$ cat config.mk
export PLATFORM = sky130hd
export DESIGN_NAME = branch_flush_ctl
export DESIGN_NICKNAME = d
export VERILOG_FILES = /design/src/rtl/npc_pkg.sv /design/src/rtl/npc_target_gen.sv /design/src/rtl/npc_ex_slot.sv /design/src/rtl/npc_squash_track.sv /design/src/rtl/npc_select.sv /design/src/rtl/branch_flush_ctl.sv
export SDC_FILE = /design/constraint.sdc
export NUM_CORES = 1
export LEC_CHECK = 0
export ABC_CLOCK_PERIOD_IN_PS = 1800
export BUFFER_PORTS_ARGS = -buffer_cell sky130_fd_sc_hd__buf_4
export CAP_MARGIN = 20
export CORE_MARGIN = 3
export CORE_UTILIZATION = 25
export DETAILED_ROUTE_END_ITERATION = 6
export PLACE_DENSITY = 0.49
export SLEW_MARGIN = 10
export SYNTH_ARGS = -nofsm -noshare
export SYNTH_HDL_FRONTEND = slang
export SYNTH_SLANG_ARGS = --single-unit
export TNS_END_PERCENT = 1
$ cat constraint.sdc
create_clock -name clk -period 1.8 [get_ports clk]
set_input_delay 0 -clock clk [delete_from_list [all_inputs] [get_ports clk]]
set_output_delay 0 -clock clk [all_outputs]
set_load 0.005 [all_outputs]
$ cat src/rtl/npc_pkg.sv
package npc_pkg;

    localparam int unsigned ADDR_W  = 32;
    localparam int unsigned JFLD_W  = 26;
    localparam int unsigned OFS_W   = 16;
    localparam int unsigned STEP    = 4;

    typedef struct packed {
        logic is_beq;
        logic is_bne;
        logic reg_we;
        logic mem_we;
    } slot_ctl_t;

    typedef enum logic [1:0] {
        SEL_SEQ    = 2'd0,
        SEL_JUMP   = 2'd1,
        SEL_BRANCH = 2'd2
    } pc_sel_t;

    localparam slot_ctl_t SLOT_EMPTY = '{is_beq: 1'b0, is_bne: 1'b0,
                                         reg_we: 1'b0, mem_we: 1'b0};

    function automatic slot_ctl_t gate_slot(input slot_ctl_t c, input logic live);
        slot_ctl_t r;
        r = live ? c : SLOT_EMPTY;
        return r;
    endfunction

    function automatic logic cond_met(input slot_ctl_t c, input logic zero);
        return (c.is_beq & zero) | (c.is_bne & ~zero);
    endfunction

endpackage

$ cat src/rtl/npc_target_gen.sv
module npc_target_gen #(
    parameter int unsigned AW = npc_pkg::ADDR_W,
    parameter int unsigned JW = npc_pkg::JFLD_W,
    parameter int unsigned OW = npc_pkg::OFS_W
) (
    input  logic [AW-1:0] pc_plus4,
    input  logic [JW-1:0] jfield,
    input  logic [OW-1:0] imm,
    output logic [AW-1:0] jump_tgt,
    output logic [AW-1:0] br_tgt
);
    localparam int unsigned HI_W  = AW - JW - 2;
    localparam int unsigned EXT_W = AW - OW;

    logic [AW-1:0] offset_ext;
    logic [AW-1:0] offset_bytes;

    generate
        if (HI_W > 0) begin : g_region
            assign jump_tgt = {pc_plus4[AW-1 -: HI_W], jfield, 2'b00};
        end else begin : g_flat
            assign jump_tgt = {jfield[AW-3:0], 2'b00};
        end
    endgenerate

    always_comb begin
        offset_ext   = {{EXT_W{imm[OW-1]}}, imm};
        offset_bytes = offset_ext << 2;
        br_tgt       = pc_plus4 + offset_bytes;
    end

endmodule

$ cat src/rtl/npc_ex_slot.sv
module npc_ex_slot
    import npc_pkg::*;
#(
    parameter int unsigned AW = npc_pkg::ADDR_W
) (
    input  logic            clk,
    input  logic            rst,
    input  slot_ctl_t       d_ctl,
    input  logic            d_live,
    input  logic [AW-1:0]   d_tgt,
    input  logic            zero,
    output slot_ctl_t       q_ctl,
    output logic [AW-1:0]   q_tgt,
    output logic            taken
);
    always_ff @(posedge clk) begin
        if (rst) begin
            q_ctl <= SLOT_EMPTY;
            q_tgt <= '0;
        end else begin
            q_ctl <= gate_slot(d_ctl, d_live);
            q_tgt <= d_tgt;
        end
    end

    always_comb begin
        taken = cond_met(q_ctl, zero);
    end

endmodule

$ cat src/rtl/npc_squash_track.sv
module npc_squash_track (
    input  logic clk,
    input  logic rst,
    input  logic fetch_killed,
    output logic dec_dead
);
    always_ff @(posedge clk) begin
        if (rst) begin
            dec_dead <= 1'b1;
        end else begin
            dec_dead <= fetch_killed;
        end
    end

endmodule

$ cat src/rtl/npc_select.sv
module npc_select
    import npc_pkg::*;
#(
    parameter int unsigned AW   = npc_pkg::ADDR_W,
    parameter int unsigned INCR = npc_pkg::STEP
) (
    input  logic [AW-1:0] fetch_pc,
    input  logic [AW-1:0] jump_tgt,
    input  logic [AW-1:0] br_tgt,
    input  logic          br_taken,
    input  logic          jump_live,
    output logic [AW-1:0] next_pc,
    output logic          kill_if,
    output logic          kill_id
);
    localparam logic [AW-1:0] INC_V = AW'(INCR);

    pc_sel_t sel;

    always_comb begin
        if (br_taken) begin
            sel = SEL_BRANCH;
        end else if (jump_live) begin
            sel = SEL_JUMP;
        end else begin
            sel = SEL_SEQ;
        end

        unique case (sel)
            SEL_BRANCH: next_pc = br_tgt;
            SEL_JUMP:   next_pc = jump_tgt;
            default:    next_pc = fetch_pc + INC_V;
        endcase

        kill_if = (sel != SEL_SEQ);
        kill_id = (sel == SEL_BRANCH);
    end

endmodule

$ cat src/rtl/branch_flush_ctl.sv
module branch_flush_ctl
    import npc_pkg::*;
#(
    parameter int unsigned AW = npc_pkg::ADDR_W,
    parameter int unsigned JW = npc_pkg::JFLD_W,
    parameter int unsigned OW = npc_pkg::OFS_W
) (
    input  logic          clk,
    input  logic          rst,
    input  logic [AW-1:0] fetch_pc,
    input  logic [AW-1:0] dec_pc_plus4,
    input  logic [JW-1:0] dec_jfield,
    input  logic [OW-1:0] dec_imm,
    input  logic          dec_jump,
    input  logic          dec_beq,
    input  logic          dec_bne,
    input  logic          dec_reg_write,
    input  logic          dec_mem_write,
    input  logic          ex_zero,
    output logic [AW-1:0] next_pc,
    output logic          kill_if,
    output logic          kill_id,
    output logic          ex_branch_taken,
    output logic          ex_reg_write,
    output logic          ex_mem_write
);
    logic [AW-1:0] jump_tgt;
    logic [AW-1:0] dec_br_tgt;
    logic [AW-1:0] ex_br_tgt;
    logic          dec_dead;
    logic          dec_live;
    logic          jump_live;
    slot_ctl_t     dec_ctl;
    slot_ctl_t     ex_ctl;

    npc_target_gen #(.AW(AW), .JW(JW), .OW(OW)) u_tgt (
        .pc_plus4 (dec_pc_plus4),
        .jfield   (dec_jfield),
        .imm      (dec_imm),
        .jump_tgt (jump_tgt),
        .br_tgt   (dec_br_tgt)
    );

    npc_squash_track u_track (
        .clk          (clk),
        .rst          (rst),
        .fetch_killed (kill_if),
        .dec_dead     (dec_dead)
    );

    always_comb begin
        dec_ctl.is_beq = dec_beq;
        dec_ctl.is_bne = dec_bne;
        dec_ctl.reg_we = dec_reg_write;
        dec_ctl.mem_we = dec_mem_write;
        dec_live       = ~dec_dead & ~ex_branch_taken;
        jump_live      = dec_jump & ~dec_dead;
    end

    npc_ex_slot #(.AW(AW)) u_ex (
        .clk    (clk),
        .rst    (rst),
        .d_ctl  (dec_ctl),
        .d_live (dec_live),
        .d_tgt  (dec_br_tgt),
        .zero   (ex_zero),
        .q_ctl  (ex_ctl),
        .q_tgt  (ex_br_tgt),
        .taken  (ex_branch_taken)
    );

    npc_select #(.AW(AW)) u_sel (
        .fetch_pc  (fetch_pc),
        .jump_tgt  (jump_tgt),
        .br_tgt    (ex_br_tgt),
        .br_taken  (ex_branch_taken),
        .jump_live (jump_live),
        .next_pc   (next_pc),
        .kill_if   (kill_if),
        .kill_id   (kill_id)
    );

    assign ex_reg_write = ex_ctl.reg_we;
    assign ex_mem_write = ex_ctl.mem_we;

endmodule

======== Word level (Yosys, flattened, before mapping) ========
Cells that the tools add are included.
W data, S select, Z words.
cells by class
  add/sub/neg operators ................... 2
  equality and inequality tests ........... 2
  mux-type cells .......................... 3
  bitwise gates (word level) .............. 9
  reduce and logical (&&, ||, !) cells .... 2
operators with widths
  kind                     count
  $pmux W32 S2             1
  $add A32 B3 Y32 const B  1
  $add A32 B32 Y32         1
  $and A1 B1 Y1            4
  $not A1 Y1               4
  $eq A2 B1 Y1 const B     1
  $eq A2 B2 Y1 const B     1
  $mux W2                  1
  $reduce_bool A2 Y1       1
  $reduce_or A2 Y1         1
  $mux W1                  1
  $or A1 B1 Y1             1
word-level totals
  flip-flop bits (word level) ............. 37
  bits of input ports ..................... 114
  output and inout port bits .............. 37
  word-level logic and storage cells ...... 24

======== Depth between registers and ports, before layout ========
  depth after elaboration ................. 7
  gate-level depth with buffers ........... 9
  mapped depth without buffers ............ 9

======== By module ========
From an unflattened synthesis, not the netlist that was laid out.
second synthesis, totals
  cell total of the unflattened synthesis .. 533
  area total of the unflattened synthesis .. 4237.8 µm²
modules (own cells, without submodules)
  module            instances  cells each  area an instance (µm²)  seq. area each (µm²)
  npc_target_gen    1          270         2008.2                  0.0
  npc_select        1          183         1182.4                  0.0
  npc_ex_slot       1          76          1011.0                  720.7
  npc_squash_track  1          2           26.3                    20.0
  branch_flush_ctl  1          2           10.0                    0.0

======== Worst setup path after synthesis ========
Ideal clock, no wire load.
  kind .................................... input -> register
  start ................................... in dec_pc_plus4[2]
  end ..................................... reg u_ex.q_tgt[22]
  setup time .............................. 123 ps
  arrival time ............................ 1759 ps
  data required time ...................... 1677 ps
  setup slack ............................. -82 ps
  cell stages on the path ................. 9
  path buffers ............................ 0
  cells stage by stage .................... ha_1 -> inv_1 -> fa_1 -> nor2b_4 -> o2111ai_1 -> a211oi_1 -> or2_1 -> a31oi_1 -> mux2_1
on the way
  word-level cells in the longest chain between the ends .. 1
ends and longest elaborated chain
  what                  line                    RTL
  from (decl)           branch_flush_ctl.sv:11  input logic [AW-1:0] dec_pc_plus4,
  $add A32 B32 Y32      npc_target_gen.sv:29    br_tgt = pc_plus4 + offset_bytes;
  to (signal assigned)  npc_ex_slot.sv:22       q_tgt <= d_tgt;
  to (decl)             npc_ex_slot.sv:13       output logic [AW-1:0] q_tgt,
Every way passes these cells.
A chain may end at the register's enable or synchronous reset.

======== Worst setup path after layout ========
  start ................................... in dec_pc_plus4[6]
  end ..................................... reg u_ex.q_tgt[27]
The elaborated chain is that of the path after synthesis.

==> metrics.txt <==
# TYPE chip_impl_metric gauge
chip_impl_metric{name="cts_sinks",unit=""} 37
chip_impl_metric{name="power",unit="mW"} 3.39
chip_impl_metric{name="drt-total-wl",unit="mm"} 14.4
chip_impl_metric{name="post_cts_setup_repair_bufs",unit=""} 0
chip_impl_metric{name="clkSlewWorstSetupHoldPaths",unit="ns"} 0.06
chip_impl_metric{name="ys_async_sr_fraction",unit="%"} 0
chip_impl_metric{name="timing.clock.skew",unit="ns"} 0.000310
chip_impl_metric{name="maximum_resistive_drop_on_vdd",unit="uV"} 288
chip_impl_info{name="hold_removal_path_class",value="in -> reg"} 1
chip_impl_metric{name="layout.cell_area.non_filler",unit="sq mm"} 0.00630
chip_impl_info{name="clock-root-buffer",value="clkbuf_16"} 1
chip_impl_metric{name="area_growth",unit="%"} 54.2
chip_impl_metric{name="setup.reg_to_reg.worst_slack",unit="ns"} 0.51
chip_impl_metric{name="synth_area",unit="sq mm"} 0.00408
chip_impl_metric{name="fmaxAchievable",unit="GHz"} 0.572
chip_impl_metric{name="number_of_setup_violations_in_the_final_report",unit=""} 0
chip_impl_metric{name="max_cap_viol_count",unit=""} 0
chip_impl_metric{name="grt_max_degree",unit=""} 47
chip_impl_info{name="run_status",value="completed"} 1
chip_impl_metric{name="placement_rows",unit=""} 46
chip_impl_metric{name="fp.coreArea",unit="sq mm"} 0.0159
chip_impl_metric{name="drtPass1Iterations",unit=""} 4
chip_impl_info{name="cts_tree",value="done"} 1
chip_impl_info{name="hold_startpoint",value="dec_imm[0]"} 1
chip_impl_metric{name="place.port_buffers",unit=""} 150
chip_impl_metric{name="die_area",unit="sq mm"} 0.0179
chip_impl_metric{name="number_of_antenna_violations_at_the_first_check_in_global_routing",unit=""} 0
chip_impl_info{name="worstReg2RegEnd",value="u_ex.q_ctl[1]"} 1
chip_impl_metric{name="worst-endpoint-required",unit="ns"} 1.97
chip_impl_metric{name="yosysWarningCount",unit=""} 0
chip_impl_metric{name="place_congestion",unit=""} 0.826
chip_impl_metric{name="floorplan.die.width",unit="um"} 134
chip_impl_metric{name="synth_seq_cells",unit=""} 37
chip_impl_metric{name="first_global_vias",unit=""} 4549
chip_impl_metric{name="worst-r2r-cell-count",unit=""} 3
chip_impl_metric{name="grt_util_all_layers",unit="%"} 15.5
chip_impl_info{name="synth_ff_type",value="dfxtp_1"} 1
chip_impl_metric{name="slew_violations",unit=""} 0
chip_impl_metric{name="p_leak",unit="nW"} 2.87
chip_impl_metric{name="starting_density_of_the_core",unit="%"} 25.6
chip_impl_info{name="regToRegStartpoint",value="u_ex.q_ctl[2]"} 1
chip_impl_metric{name="htreeDepth",unit=""} 2
chip_impl_info{name="worst_setup_path_start_kind",value="input pin"} 1
chip_impl_metric{name="final_hold_violations",unit=""} 0
chip_impl_info{name="worst-setup-path-type",value="in -> reg"} 1
chip_impl_metric{name="insertedDiodeCount",unit=""} 0
chip_impl_info{name="most-common-layout-cells",value="buf_4, nand2_1, nor2_1, dfxtp_1, o21ai_0"} 1
chip_impl_metric{name="arrival",unit="ns"} 1.91
chip_impl_metric{name="fraction_of_layout_instances_using_a_drive_strength_above_1",unit="%"} 37.0
chip_impl_info{name="final_common_cell",value="buf_4"} 1
chip_impl_info{name="rsz0062_at_grt",value="yes"} 1
chip_impl_metric{name="routedWlPerCell",unit="um"} 14.9
chip_impl_metric{name="numCtsBuffers",unit=""} 5
chip_impl_metric{name="grt_overflow_total",unit=""} 0
chip_impl_metric{name="worst-path-max-fanout",unit=""} 5
chip_impl_metric{name="postSynthAreaPerCell",unit="sq um"} 7.63
chip_impl_metric{name="power_per_cell_area",unit="mW/mm^2"} 539
chip_impl_metric{name="yosysSeqAreaShare",unit="%"} 18.1
chip_impl_metric{name="detail_route.iter0.violations",unit=""} 195
chip_impl_metric{name="synth_cell_type_count",unit=""} 68
chip_impl_metric{name="postPlaceCellArea",unit="sq mm"} 0.00601
chip_impl_metric{name="post-route-util",unit="%"} 39.5
chip_impl_metric{name="pin_count",unit=""} 151
chip_impl_metric{name="final_nets",unit=""} 895
chip_impl_metric{name="min_path_cells",unit=""} 3
chip_impl_metric{name="grt_first_pass_wirelength",unit="mm"} 23.0
chip_impl_metric{name="insertion_delay",unit="ns"} 0.28
chip_impl_metric{name="detail_route.drc_violations",unit=""} 0
chip_impl_metric{name="number_of_buffers_on_the_longest_clock_path",unit=""} 2
chip_impl_metric{name="mappedNetlistNets",unit=""} 680
chip_impl_metric{name="number_of_vias_in_the_routed_layout",unit=""} 4585
chip_impl_metric{name="routed_via_density",unit=""} 4.74
chip_impl_info{name="worst_setup_path_end_kind",value="register"} 1
chip_impl_metric{name="timing.final.crit_share",unit="%"} 97.1
chip_impl_metric{name="tightestPinTransition",unit="ns"} 0.487
chip_impl_metric{name="netlist_instances",unit=""} 535
chip_impl_metric{name="fin_setup_tns",unit="ns"} 0
chip_impl_metric{name="synth_enable_flop_cells",unit=""} 0
chip_impl_metric{name="layout_min_cycle_time",unit="ns"} 1.75
chip_impl_metric{name="slew_headroom",unit="%"} 67.5
chip_impl_metric{name="dp_hpwl",unit="mm"} 12.1
chip_impl_metric{name="postRouteAntennaNets",unit=""} 0
chip_impl_metric{name="floorplan.die.height",unit="um"} 134
chip_impl_info{name="timing.hold.worst_endpoint",value="u_ex.q_tgt[2]"} 1
==> how the worst max path moves through the flow <==
stage                          from  cells past startpoint        endpoint  slack [ns]
floorplan           dec_pc_plus4[2]                      9  u_ex.q_tgt[22]      -0.001
global placement    dec_pc_plus4[3]                      9  u_ex.q_tgt[21]       -0.31
detailed placement  dec_pc_plus4[3]                      9  u_ex.q_tgt[21]       -0.31
CTS                 dec_pc_plus4[3]                      9  u_ex.q_tgt[21]        0.06
global route        dec_pc_plus4[2]                     10  u_ex.q_tgt[22]       -0.05
finish              dec_pc_plus4[6]                      8  u_ex.q_tgt[27]        0.05
==> sequential cells by signal, indices dropped and copies added (netlist names) <==
name              count
u_ex.q_ctl            4
u_ex.q_tgt           32
u_track.dec_dead      1
==> cells by family after synthesis <==
family                     Yosys count  share of synthesized area (%)
AOI/OAI and AO/OA                  146                           24.3
and+or+nand+nor                    231                           30.9
DFF                                 37                           18.1
muxes                               25                           6.40
buffers and inverters               31                           3.25
adders and majority gates           31                           9.68
xor gates and xnor gates            34                           7.29
==> through the flow <==
step                      setup slack (ns)  cells  hold slack (ns)
after floorplan                   -0.00113    535            0.110
after global routing               -0.0546    967           0.0782
after detailed placement            -0.315    953            0.208
after CTS                           0.0555    967           0.0626
final                               0.0529    967           0.0655
after global placement              -0.308    953            0.202
==> Yosys cell counts (all sizes together), types with 9 or more instances <==
master   n  area (sq um)
a21o    19           143
a21oi   32           168
and2    11          71.3
clkbuf  18          67.6
dfxtp   37           741
ha      30           375
mux2     9           101
mux2i   16           160
nand2   66           250
nand3   13          65.1
nand4   18           146
nor2    43           161
nor2b   18           120
nor3    19           105
o21a     9          67.6
o21ai   38           190
xnor2   28           245
==> area by class of cell <==
type / count / area [sq um]
fillers: 1662 / 9650
multi-input cells: 467 / 3330
repair buffers: 233 / 1790
flip-flops and latches: 37 / 741
well taps: 216 / 270
clock buffers: 5 / 125
inverters: 6 / 22.5
clock inverters: 3 / 17.5
==> critical path, cell delays in order <==
cell	delay (ns)
buf_4	0.11
ha_1	0.32
a21o_1	0.22
a31oi_2	0.27
a21o_1	0.21
nand4_2	0.15
a311oi_2	0.29
mux2_1	0.34
==> layer usage <==
metal	GRT usage [%]	vias to the layer above	share of wire [%]
li1	-	2391	-
met1	21.9	2070	48
met2	26.0	117	47
met3	1.28	7	4.7
met4	3.43	0	0.95
met5	0	-	0
==> power by group <==
group	total, mW	internal [mW]	switching (mW)
Combinational	1.61	0.856	0.749
Clock	0.845	0.507	0.338
Sequential	0.944	0.914	0.0300
Total	3.39	2.28	1.12
==> repair_timing <==
item	in CTS	in global routing
hold buffers	6	0
setup endpoints to repair	4	17
pin swaps	0	3
gates resized for setup	3	12
endpoints found under the hold margin	6	0
Note: power is estimated with default switching activity, not from simulation.
